File: src/rtl/sfl_pkg.sv
`timescale 1ns/1ps
package sfl_pkg;

  // Events decoded from the resynchronised serial clock.
  typedef struct packed {
    logic rise;
    logic fall;
  } sfl_edge_t;

  // Shift stage that holds the data bit driving output index out_idx.
  // The first data bit after the marker sits next to the marker at the
  // far end of the chain, so the order is reversed.
  function automatic int unsigned stage_for_output(input int unsigned out_idx,
                                                   input int unsigned n_out);
    return n_out - 1 - out_idx;
  endfunction

endpackage

File: src/rtl/sfl_sync_edge.sv
`timescale 1ns/1ps
module sfl_sync_edge #(
  parameter int unsigned STAGES = 2
) (
  input  logic             clk,
  input  logic             rst_n,
  input  logic             a_clk_i,
  input  logic             a_dat_i,
  input  logic             a_en_i,
  output sfl_pkg::sfl_edge_t evt_o,
  output logic             dat_o,
  output logic             en_o
);
  localparam int unsigned LAST = STAGES - 1;

  // Bit 0 carries the serial clock, bit 1 the data, bit 2 the enable.
  logic [2:0] stg_q [STAGES];
  logic       clk_prev_q;

  for (genvar s = 0; s < STAGES; s++) begin : g_stage
    if (s == 0) begin : g_first
      always_ff @(posedge clk or negedge rst_n) begin
        if (!rst_n) stg_q[0] <= '0;
        else        stg_q[0] <= {a_en_i, a_dat_i, a_clk_i};
      end
    end else begin : g_next
      always_ff @(posedge clk or negedge rst_n) begin
        if (!rst_n) stg_q[s] <= '0;
        else        stg_q[s] <= stg_q[s-1];
      end
    end
  end

  always_ff @(posedge clk or negedge rst_n) begin
    if (!rst_n) clk_prev_q <= 1'b0;
    else        clk_prev_q <= stg_q[LAST][0];
  end

  assign evt_o.rise = stg_q[LAST][0] & ~clk_prev_q;
  assign evt_o.fall = ~stg_q[LAST][0] & clk_prev_q;
  assign dat_o      = stg_q[LAST][1];
  assign en_o       = stg_q[LAST][2];
endmodule

File: src/rtl/sfl_shift_chain.sv
`timescale 1ns/1ps
module sfl_shift_chain #(
  parameter int unsigned LEN = 36
) (
  input  logic           clk,
  input  logic           rst_n,
  input  logic           shift_i,
  input  logic           clear_i,
  input  logic           din_i,
  output logic [LEN-1:0] chain_o
);
  // Stage 0 takes the newest bit; stage LEN-1 is the far end.
  // The input sample itself lives in the synchroniser and is never wiped.
  logic [LEN-1:0] chain_q;

  always_ff @(posedge clk or negedge rst_n) begin
    if (!rst_n)       chain_q <= '0;
    else if (shift_i) chain_q <= {chain_q[LEN-2:0], din_i};
    else if (clear_i) chain_q <= '0;
  end

  assign chain_o = chain_q;
endmodule

File: src/rtl/sfl_frame_ctrl.sv
`timescale 1ns/1ps
module sfl_frame_ctrl (
  input  logic clk,
  input  logic rst_n,
  input  logic tail_i,
  input  logic fall_i,
  output logic load_o,
  output logic clear_o,
  output logic pend_o
);
  // pend_q: frame latched, chain wipe waiting for the serial low phase.
  logic pend_q;

  assign load_o  = tail_i & ~pend_q;
  assign clear_o = pend_q & fall_i;
  assign pend_o  = pend_q;

  always_ff @(posedge clk or negedge rst_n) begin
    if (!rst_n)       pend_q <= 1'b0;
    else if (load_o)  pend_q <= 1'b1;
    else if (clear_o) pend_q <= 1'b0;
  end
endmodule

File: src/rtl/sfl_out_latch.sv
`timescale 1ns/1ps
module sfl_out_latch #(
  parameter int unsigned N        = 35,
  parameter bit          DROP_TOP = 1'b0
) (
  input  logic         clk,
  input  logic         rst_n,
  input  logic         load_i,
  input  logic [N-1:0] data_i,
  output logic [N-1:0] out_o
);
  logic [N-1:0] mapped;
  logic [N-1:0] out_q;

  for (genvar j = 0; j < N; j++) begin : g_map
    if (DROP_TOP && (j == N - 1)) begin : g_off
      assign mapped[j] = 1'b0;
    end else begin : g_on
      assign mapped[j] = data_i[sfl_pkg::stage_for_output(j, N)];
    end
  end

  always_ff @(posedge clk or negedge rst_n) begin
    if (!rst_n)      out_q <= '0;
    else if (load_i) out_q <= mapped;
  end

  assign out_o = out_q;
endmodule

File: src/rtl/sfl_serial_latch.sv
`timescale 1ns/1ps
module sfl_serial_latch #(
  parameter int unsigned NUM_OUT     = 35,
  parameter bit          USE_ENABLE  = 1'b0,
  parameter int unsigned SYNC_STAGES = 2
) (
  input  logic               clk,
  input  logic               rst_n,
  input  logic               ser_clk_i,
  input  logic               ser_dat_i,
  input  logic               ser_en_i,
  output logic [NUM_OUT-1:0] out_o
);
  localparam int unsigned LEN = NUM_OUT + 1;

  sfl_pkg::sfl_edge_t evt;
  logic           dat_s;
  logic           en_s;
  logic           shift_evt;
  logic           fall_evt;
  logic           load;
  logic           clear;
  logic           pend;
  logic [LEN-1:0] chain;

  sfl_sync_edge #(.STAGES(SYNC_STAGES)) u_sync (
    .clk     (clk),
    .rst_n   (rst_n),
    .a_clk_i (ser_clk_i),
    .a_dat_i (ser_dat_i),
    .a_en_i  (ser_en_i),
    .evt_o   (evt),
    .dat_o   (dat_s),
    .en_o    (en_s)
  );

  if (USE_ENABLE) begin : g_gated
    assign shift_evt = evt.rise & en_s;
  end else begin : g_free
    assign shift_evt = evt.rise | (en_s & 1'b0);
  end
  assign fall_evt = evt.fall;

  sfl_shift_chain #(.LEN(LEN)) u_chain (
    .clk     (clk),
    .rst_n   (rst_n),
    .shift_i (shift_evt),
    .clear_i (clear),
    .din_i   (dat_s),
    .chain_o (chain)
  );

  sfl_frame_ctrl u_ctrl (
    .clk     (clk),
    .rst_n   (rst_n),
    .tail_i  (chain[LEN-1]),
    .fall_i  (fall_evt),
    .load_o  (load),
    .clear_o (clear),
    .pend_o  (pend)
  );

  sfl_out_latch #(.N(NUM_OUT), .DROP_TOP(USE_ENABLE)) u_out (
    .clk    (clk),
    .rst_n  (rst_n),
    .load_i (load),
    .data_i (chain[NUM_OUT-1:0]),
    .out_o  (out_o)
  );
endmodule

File: config.mk
export PLATFORM = sky130hd
export DESIGN_NAME = sfl_serial_latch
export DESIGN_NICKNAME = d
export VERILOG_FILES = /design/src/rtl/sfl_pkg.sv /design/src/rtl/sfl_sync_edge.sv /design/src/rtl/sfl_shift_chain.sv /design/src/rtl/sfl_frame_ctrl.sv /design/src/rtl/sfl_out_latch.sv /design/src/rtl/sfl_serial_latch.sv
export SDC_FILE = /design/constraint.sdc
export NUM_CORES = 1
export LEC_CHECK = 0
export BUFFER_PORTS_ARGS = -buffer_cell sky130_fd_sc_hd__buf_4
export CAP_MARGIN = 20
export CORE_MARGIN = 3
export CORE_UTILIZATION = 50
export DETAILED_ROUTE_END_ITERATION = 6
export PLACE_DENSITY = 0.73
export SKIP_LAST_GASP = 1
export SYNTH_ARGS = -nofsm -noshare
export SYNTH_HDL_FRONTEND = slang
export SYNTH_SLANG_ARGS = --single-unit
File: constraint.sdc
create_clock -name clk -period 2.3 [get_ports clk]
set_input_delay 0.345 -clock clk [delete_from_list [all_inputs] [get_ports clk]]
set_output_delay 0.345 -clock clk [all_outputs]
set_load 0.1 [all_outputs]
==> metrics, run 1 <==
worst reg2reg setup slack 0.78 ns; Antenna Violating Nets Remaining 0; clk_skew 0.00653 ns; grt ovf 0; critical path fanouts, max 20; Via density 5.14; Area Overhead vs Synth 15.1%; Slew Limit Fails 0; Core Area 0.00610 mm^2; Worst Setup SP u_sync.stg_q[0]; met1 Use GR 20.9%; die area 0.00751 mm^2; CTS tree yes; actual slew at the worst max-slew pin 0.651 ns; largest net degree at the start of global routing 44; r2r endpoint u_chain.chain_o[35]; chip height 86.7 um; chip width 86.7 um; Area after DPL 0.00355 mm^2; RSZ-0062 raised after global routing no; number of setup buffers added after CTS 0; met3 Resource Use GR 3.14%; gpl congestion 0.708; fin area 0.00374 mm^2; initial antenna violation count 0; setup TNS 0 ns; data required time of the critical path 2.53 ns; Max Cap Viol 0; Final setup viols 0; GRT met2 Usage 24.1%; drt pass-1 iters 4; status finished clean; # port buffers 38; DR iter-0 viols 58; final hold violations 0; final worst path period need 1.52 ns; synth warn 0; Root Driver clkbuf_8; Max Freq 657 MHz; drt drc 0; Startpoint Class register; # clock sinks 77; FF-to-FF Start u_sync.stg_q[0]; Initial Util 53.4%; vias in the first global route 1,919; Hold Buf Count CTS 1; Worst R2R Path Depth 4; Num CTS Buffers 9; busiest grt layer met2; GRT Total Usage 15.6%; Worst slew margin 56.6%; Synthesized Nets 247; Clock transition at path regs 0.07 ns; layout cells sized above 1 43.4%; Tcrit/Tclk final 66.2%; cell taking the most area after synthesis dfrtp_1; register area share after synthesis 59.2%; CP Capture Type register; synthesized area 0.00325 mm^2; Vias 1,867; # IOs 40; clock latency on the worst-skew pair 0.34 ns; wire per inst 14.3 um; worst path arrival time 1.75 ns; clock tree buffer depth 2; Resized cells post-CTS 0; Mapped Cells 242; Seq cells post-synth 77; layout net count 289; Unique masters post-synth 19; Core Rows 28; Hold Path Class in2reg; Detailed Route WL 5210 um; first-pass GRT wire length 9070 um; top cells by area, synth dfrtp_1 59%, mux2_4 14%, nor3_2 8.9%; CTS H-tree lvls 3; Syn Area/Cell 13.4 um^2; dpl hpwl 3300 um; critical path class reg2reg; share of the synthesized area in the top cell type 59.2%; ant diodes 0; CP endpoint u_chain.chain_o[35]
[synth_stat cells (all sizes together)]
library cell,instances
buf,13
dfrtp,77
nand2,2
nand2b,3
a21oi,6
nor2,68
mux2,35
clkbuf,1
and2b,1
inv,1
o22ai,5
nor3,30
[logic make-up after synthesis]
logic type,count (synthesis),synth area share (%)
multiplexers,35,15.6
flip-flops,77,59.2
buffers and inverters,15,4.65
AND/OR/NAND/NOR,104,18.7
AO/OA/AOI/OAI,11,1.88
[worst min path at each step]
stage,startpoint,slack (ns),cells after the start,to
2_1_floorplan,rst_n,0.05,0,u_chain.chain_o[0]
3_3_place_gp,u_sync.stg_q[4],0.33,0,u_sync.dat_o
3_5_place_dp,u_sync.stg_q[4],0.33,0,u_sync.dat_o
4_1_cts,ser_clk_i,0.09,1,u_sync.stg_q[3]
5_1_grt,ser_dat_i,0.09,1,u_sync.stg_q[4]
6_report,ser_clk_i,0.11,1,u_sync.stg_q[3]
[through the flow]
| step | setup WS [ns] | std cells | hold WS (ns) | util, % |
|---|---|---|---|---|
| 2_1_floorplan | 1.04 | 242 | 0.0494 | - |
| 3_3_place_gp | 0.788 | 347 | 0.333 | 58.3 |
| 3_5_place_dp | 0.771 | 347 | 0.335 | 58.3 |
| 4_1_cts | 0.764 | 363 | 0.0908 | 61.4 |
| 5_1_grt | 0.649 | 363 | 0.0941 | 61.4 |
| 6_report | 0.777 | 363 | 0.105 | 61.4 |
[layer usage]
layer  wire length (um)  share of wire [%]
met5                  0                  0
met1               2480                 48
met3                222                4.3
met2               2400                 46
met4                104                2.0
[critical path, stage by stage, from the launching register on]
cell and delay, ns:
dfrtp_1 0.47, nand2b_4 0.22, nor2_4 0.39, buf_12 0.24, nor3_1 0.07
[state kept, by name (all words and copies together), names as in the netlist]
name and count:
u_out.out_o 35, u_sync.dat_o 1, u_sync.clk_prev_q 1, u_chain.chain_o 36, u_sync.stg_q 3, u_ctrl.pend_o 1
[placed cells by master (no fill, tap or decap), types with 3 or more instances in the layout]
cell	netlist	layout
mux2_2	5	5
mux2_4	30	30
nor2_1	67	67
buf_4	2	42
clkbuf_8	0	9
nor3_2	29	29
a21oi_1	6	6
dfrtp_1	77	77
o22ai_1	5	5
clkinv_2	0	3
[final cells by class]
type,instances,area (um^2)
clock buffers,10,128
clock inverters,5,52.6
fillers,514,2350
inverters,1,3.75
multi-input cells,150,1170
flip-flops and latches,77,1930
well taps,75,93.8
repair buffers,45,365
Power of run 1 is left out: the tool's default activity adds up to more than one toggle a clock period on the data nets, which glitch-free logic cannot reach.
==> run 2, diff against run 1 <==
--- a/config.mk
+++ b/config.mk
@@ -10,7 +10,7 @@
 export CORE_MARGIN = 3
 export CORE_UTILIZATION = 50
 export DETAILED_ROUTE_END_ITERATION = 6
-export PLACE_DENSITY = 0.73
+export PLACE_DENSITY = 0.76
 export SKIP_LAST_GASP = 1
 export SYNTH_ARGS = -nofsm -noshare
 export SYNTH_HDL_FRONTEND = slang
==> constraint.sdc (replaced) <==
create_clock -name clk -period 1.3 [get_ports clk]
set_input_delay 0.195 -clock clk [delete_from_list [all_inputs] [get_ports clk]]
set_output_delay 0.195 -clock clk [all_outputs]
set_load 0.1 [all_outputs]
==> run 2 against run 1 <==
Compared with the run above: worst hold slack better by 0.25 ns; critical path depth is 1 lower; die area unchanged; non-clock buffer count is 9 higher; sequential share of layout area is 2.6 points lower; critical path type unchanged.
==> metrics, run 2 (same netlist as run 1, synthesis figures left out) <==
status finished clean (unchanged); # port buffers 38 (unchanged); Antenna Violating Nets Remaining 0 (unchanged); DR iter-0 viols 108 (was 58); critical path class reg2reg (unchanged); data required time of the critical path 1.53 ns (was 2.53 ns); # clock sinks 77 (unchanged); Area Overhead vs Synth 21.3% (was 15.1%); gpl congestion 0.726 (was 0.708); CP max stage delay 0.42 ns (was 0.47 ns); Core Area 0.00610 mm^2 (unchanged); ant diodes 0 (unchanged); layout cells sized above 1 44.8% (was 43.4%); Max Cap Viol 0 (unchanged); critical path fanouts, max 9 (was 20); fin area 0.00395 mm^2 (was 0.00374 mm^2); Hold Path Class reg2reg (was in2reg); worst path arrival time 1.46 ns (was 1.75 ns); chip height 86.7 um (unchanged); Core Rows 28 (unchanged); layout net count 298 (was 289); CTS H-tree lvls 3 (unchanged); # IOs 40 (unchanged); Worst slew margin 73.6% (was 56.6%); Hold Buf Count CTS 3 (was 1); commonest non-fill, non-tap cells in the layout 77 x dfrtp_1, 67 x nor2_1, 44 x buf_4 (was 77 x dfrtp_1, 67 x nor2_1, 42 x buf_4); Final setup viols 0 (unchanged); clock tree buffer depth 2 (unchanged); Root Driver clkbuf_8 (unchanged); GRT Total Usage 16.1% (was 15.6%); Buf+Inv Stages, Crit Path 1 (unchanged); drt pass-1 iters 4 (unchanged); first-pass GRT wire length 9300 um (was 9070 um); die area 0.00751 mm^2 (unchanged); crit path max-delay cell type dfrtp_1 (unchanged); worst reg2reg setup slack 0.07 ns (was 0.78 ns); Detailed Route WL 5310 um (was 5210 um); Clock transition at path regs 0.07 ns (about the same); largest net degree at the start of global routing 78 (was 44); Fill cells 483 (was 514); critical-path cell list nand2b_4 > buf_12 > mux2_2 (was nand2b_4 > nor2_4 > buf_12 > nor3_1); Initial Util 53.4% (unchanged); vias in the first global route 1,943 (was 1,919); Tcrit/Tclk final 94.5% (was 66.2%); Resized cells post-CTS 0 (unchanged); RSZ-0062 raised after global routing no (unchanged); Vias 1,887 (was 1,867); Area after DPL 0.00367 mm^2 (was 0.00355 mm^2); actual slew at the worst max-slew pin 0.396 ns (was 0.651 ns); number of setup buffers added after CTS 0 (unchanged); grt ovf 0 (unchanged); final worst path period need 1.23 ns (was 1.52 ns); most common cell after layout, fill and taps aside dfrtp_1 (unchanged); drt drc 0 (unchanged); clock latency on the worst-skew pair 0.35 ns (was 0.34 ns); final hold violations 0 (unchanged); CP Capture Type register (unchanged); flip-flop count of the largest register after layout 36 (unchanged); chip width 86.7 um (unchanged); clk_skew 0.00393 ns (was 0.00653 ns); CTS tree yes (unchanged); initial antenna violation count 0 (unchanged); setup TNS 0 ns (unchanged); cell family with most CP delay flip-flops (was simple AND/OR/NAND/NOR gates); Max Freq 814 MHz (was 657 MHz); wire per inst 14.3 um (about the same); Slew Limit Fails 0 (unchanged); Num CTS Buffers 9 (unchanged); Startpoint Class register (unchanged); dpl hpwl 3400 um (was 3300 um); Via density 5.07 (was 5.14)
-- run 2: cell types whose count changed in the layout (fill, tap and decap cells not counted) --
| cell | delta |
|---|---|
| buf_12 | +5 |
| buf_4 | +2 |
| bufinv_16 | +2 |
| clkbuf_8 | +2 |
| clkinv_2 | -2 |
| dlygate4sd3_1 | +2 |
| clkbuf_1 | -1 |
| clkinvlp_4 | -1 |
-- run 2: layout make-up --
cell class | count | area, um^2 | share of cell area, %
flip-flops and latches | 77 | 1930 | 48.8
well taps | 75 | 93.8 | 2.38
inverters | 1 | 3.75 | 0.0951
clock buffers | 11 | 151 | 3.84
clock inverters | 4 | 95.1 | 2.41
multi-input cells | 150 | 1170 | 29.8
repair buffers | 54 | 500 | 12.7
-- run 2: path summary, 6_finish.rpt --
kind                                           from                  to  cells past startpoint
worst max-delay path            u_chain.chain_o[35]     u_out.out_o[30]                      3
worst min-delay path                u_sync.stg_q[4]        u_sync.dat_o                      0
worst max register to register  u_chain.chain_o[35]     u_out.out_o[30]                      3
worst min register to register      u_sync.stg_q[4]        u_sync.dat_o                      0
max in group asynchronous                     rst_n  u_chain.chain_o[8]                      3
min in group asynchronous                     rst_n      u_out.out_o[3]                      3
-- run 2: stage by stage --
stage	hold WS, ns	setup WS [ns]	cells	util [%]
after CTS	0.358	0.0493	372	64.7
after floorplan	-0.101	0.0405	242	-
after detailed placement	0.248	0.0666	354	60.2
after global routing	0.359	0.0205	372	64.7
after global placement	0.245	0.0864	354	60.2
final	0.354	0.0712	372	64.7
-- run 2: worst register-to-register path: stages (launching register included) --
cell,delay [ns]
dfrtp_1,0.42
nand2b_4,0.20
buf_12,0.17
mux2_2,0.33
-- run 2: routing by layer --
layer  GRT usage [%]  up-vias  share of wire (%)
met5               0        -                  0
met2            24.2       43                 48
li1                -      906                  -
met4            7.93        0                1.5
met1            21.5      930                 46
met3            4.28        8                4.6
Power of run 2 is left out for the same reason.
==> run 3, diff against run 2 <==
--- a/config.mk
+++ b/config.mk
@@ -5,6 +5,7 @@
 export SDC_FILE = /design/constraint.sdc
 export NUM_CORES = 1
 export LEC_CHECK = 0
+export ABC_AREA = 1
 export BUFFER_PORTS_ARGS = -buffer_cell sky130_fd_sc_hd__buf_4
 export CAP_MARGIN = 20
 export CORE_MARGIN = 3
==> run 3 against run 2 <==
Compared with the run above: clock-buffer cell count increased by 4; setup slack improved by 0.031 ns; critical path depth decreased by 2; final area decreased by 9.7%; sequential cell count unchanged; synthesized cell count increased by 31%; via count increased by 19%; area after synthesis decreased by 8.0%; register-to-register slack improved by 0.13 ns; sequential share of layout area increased by 5.3 points.
==> metrics, run 3 <==
worst reg2reg setup slack 0.20 ns (was 0.07 ns); Seq cells post-synth 77 (unchanged); Syn Area/Cell 9.44 um^2 (was 13.4 um^2); RSZ-0062 raised after global routing no (unchanged); gpl congestion 0.735 (was 0.726); peak supply drop 677 uV; ant diodes 0 (unchanged); leakage power 2.04 nW; xor/xnor share of the synthesized area 0% (unchanged); DR iter-0 viols 106 (was 108); chip width 83.4 um (was 86.7 um); Final setup viols 0 (unchanged); share of the synthesized area in the top cell type 64.4% (was 59.2%); most common cell in the synthesized netlist nand2_1 (was dfrtp_1); flip-flop count of the largest register after layout 36 (unchanged); vias in the first global route 2,176 (was 1,943); worst path arrival time 1.00 ns (was 1.46 ns); # clock sinks 77 (unchanged); Core Rows 27 (was 28); CP max stage delay 0.36 ns (was 0.42 ns); GRT Total Usage 17.8% (was 16.1%); Slew Limit Fails 0 (unchanged); CTS tree yes (unchanged); Antenna Violating Nets Remaining 0 (unchanged); drt drc 0 (unchanged); Startpoint Class register (unchanged); # port buffers 38 (unchanged); chip height 83.4 um (was 86.7 um); # IOs 40 (unchanged); Max Cap Viol 0 (unchanged); Tcrit/Tclk final 92.2% (was 94.5%); wire per inst 13.0 um (was 14.3 um); die area 0.00695 mm^2 (was 0.00751 mm^2); setup TNS 0 ns (unchanged); synth warn 0 (unchanged); register area share after synthesis 64.4% (was 59.2%); data required time of the critical path 1.11 ns (was 1.53 ns); r2r endpoint u_chain.chain_o[2] (was u_out.out_o[30]); Unique masters post-synth 12 (was 19); Fill cells 484 (was 483); Num CTS Buffers 9 (unchanged); largest net degree at the start of global routing 37 (was 78); Mapped Cells 317 (was 242); CP Capture Type output pin (was register); cell family with most CP delay flip-flops (unchanged); crit path max-delay cell type dfrtp_1 (unchanged); Max Freq 834 MHz (was 814 MHz); cell taking the most area after synthesis dfrtp_1 (unchanged); Post-synth EDFFs 0 (unchanged); FF-to-FF Start u_sync.stg_q[0] (was u_chain.chain_o[35]); Synthesized Nets 322 (was 247); Hold WS 0.306 ns (was 0.354 ns); register area 0.00193 mm^2 (unchanged); critical-path cell list buf_4 (was nand2b_4 > buf_12 > mux2_2); Buf+Inv Stages, Crit Path 1 (unchanged); synthesized area 0.00299 mm^2 (was 0.00325 mm^2); most common cell after layout, fill and taps aside nand2_1 (was dfrtp_1); Via density 5.10 (was 5.07); area occupied by multi-input gates 923 um^2 (was 0.00117 mm^2); Clock transition at path regs 0.07 ns (about the same); PwrDens 1230 mW/mm^2; largest family of logic cells by synthesized area simple AND/OR/NAND/NOR gates (unchanged); CTS H-tree lvls 3 (unchanged); clk_skew 0.00705 ns (was 0.00393 ns); fin area 0.00356 mm^2 (was 0.00395 mm^2); Initial Util 53.0% (was 53.4%); commonest cells in the netlist 142 x nand2_1, 77 x dfrtp_1, 71 x nand3_1 (was 77 x dfrtp_1, 67 x nor2_1, 30 x mux2_4); first-pass GRT wire length 10,000 um (was 9300 um); Root Driver clkbuf_8 (unchanged); critical path class reg2out (was reg2reg); drt pass-1 iters 4 (unchanged); Synth Area in Adders 0% (unchanged); layout net count 369 (was 298); grt ovf 0 (unchanged); Worst slew margin 74.9% (was 73.6%); Worst R2R Path Depth 5 (was 3); multiplexer area fraction after synthesis 0% (was 15.6%); Compound-Gate Fraction of Synth Area 0.251% (was 1.88%); Core Area 0.00564 mm^2 (was 0.00610 mm^2); clock latency on the worst-skew pair 0.35 ns (about the same); status finished clean (unchanged); Detailed Route WL 5760 um (was 5310 um); final worst path period need 1.20 ns (was 1.23 ns); actual slew at the worst max-slew pin 0.376 ns (was 0.396 ns); layout cells sized above 1 19.0% (was 44.8%); Hold Path Class in2async (was reg2reg); Post-synth top flop dfrtp_1 (unchanged); Tot Pwr 0.00440 W; clock tree buffer depth 2 (unchanged); top cells by area, synth dfrtp_1 64%, nand2_1 18%, nand3_1 12% (was dfrtp_1 59%, mux2_4 14%, nor3_2 8.9%); fraction of registers with async set/reset 100% (unchanged); Vias 2,251 (was 1,887); final hold violations 0 (unchanged); Area after DPL 0.00336 mm^2 (was 0.00367 mm^2); initial antenna violation count 0 (unchanged); simple-gate share of the synthesized area 30.6% (was 18.7%); dpl hpwl 3740 um (was 3400 um); Area Overhead vs Synth 19.0% (was 21.3%); number of setup buffers added after CTS 0 (unchanged); critical path fanouts, max 2 (was 9); commonest non-fill, non-tap cells in the layout 142 x nand2_1, 77 x dfrtp_1, 71 x nand3_1 (was 77 x dfrtp_1, 67 x nor2_1, 44 x buf_4)
-- run 3: cell types whose count changed after synthesis, sizes merged, moves of 3 or more --
cell,previous run,this run
a21oi,6,0
buf,13,19
inv,1,4
mux2,35,0
nand2,2,144
nand2b,3,0
nand3,0,72
nor2,68,0
nor3,30,0
o22ai,5,0
-- run 3: area by class of cell --
| type | count | share of cell area [%] |
|---|---|---|
| clock buffer | 15 | 4.67 |
| clock inverter | 1 | 0.140 |
| inverter | 4 | 0.492 |
| multi-input combinational | 217 | 25.9 |
| sequential | 77 | 54.1 |
| tap | 72 | 2.53 |
| timing repair buffer | 55 | 12.2 |
-- run 3: cells by family after synthesis --
family / after synthesis
AND/OR/NAND/NOR: 216
flip-flops: 77
buffers and inverters: 23
AO/OA/AOI/OAI: 1
-- run 3: routing by layer --
metal,GRT usage [%],vias up,routed length [um]
met2,28.4,50,2690
met5,0,-,0
met4,8.47,0,117
met3,3.67,10,252
met1,23.1,1086,2690
li1,-,1105,-
-- run 3: repair_timing --
| item | CTS | global route |
|---|---|---|
| hold endpoints to repair | 29 | 0 |
| endpoints found under the setup margin | 0 | 36 |
| gates resized for setup | 0 | 2 |
| hold buffers | 3 | 0 |
-- run 3: how the worst max path moves through the flow --
stage	slack (ns)	cells after the start	end	startpoint
after CTS	0.03	5	u_chain.chain_o[29]	u_sync.clk_prev_q
after global placement	0.06	5	u_chain.chain_o[27]	u_sync.clk_prev_q
after floorplan	0.15	2	u_out.out_o[0]	u_out.out_o[0]
after detailed placement	0.05	5	u_chain.chain_o[29]	u_sync.clk_prev_q
after global routing	0.05	1	out_o[22]	u_out.out_o[22]
final	0.10	1	out_o[5]	u_out.out_o[5]
-- run 3: power by group --
part / total (W) / switching, W / leakage [nW] / internal [W]
logic: 0.000204 / 0.000130 / 0.898 / 0.0000735
registers: 0.00259 / 0.0000879 / 1.06 / 0.00250
clock network: 0.00161 / 0.000807 / 0.0877 / 0.000799
total: 0.00440 / 0.00103 / 2.04 / 0.00337
-- run 3: per-stage QoR --
| step | worst slack [ns] | std cells | util (%) |
|---|---|---|---|
| floorplan | 0.154 | 317 | - |
| global placement | 0.0643 | 422 | 59.5 |
| detailed placement | 0.0527 | 422 | 59.5 |
| CTS | 0.0323 | 441 | 63.1 |
| global route | 0.0473 | 441 | 63.1 |
| finish | 0.102 | 441 | 63.1 |
Power figures use the tool's default switching activity.
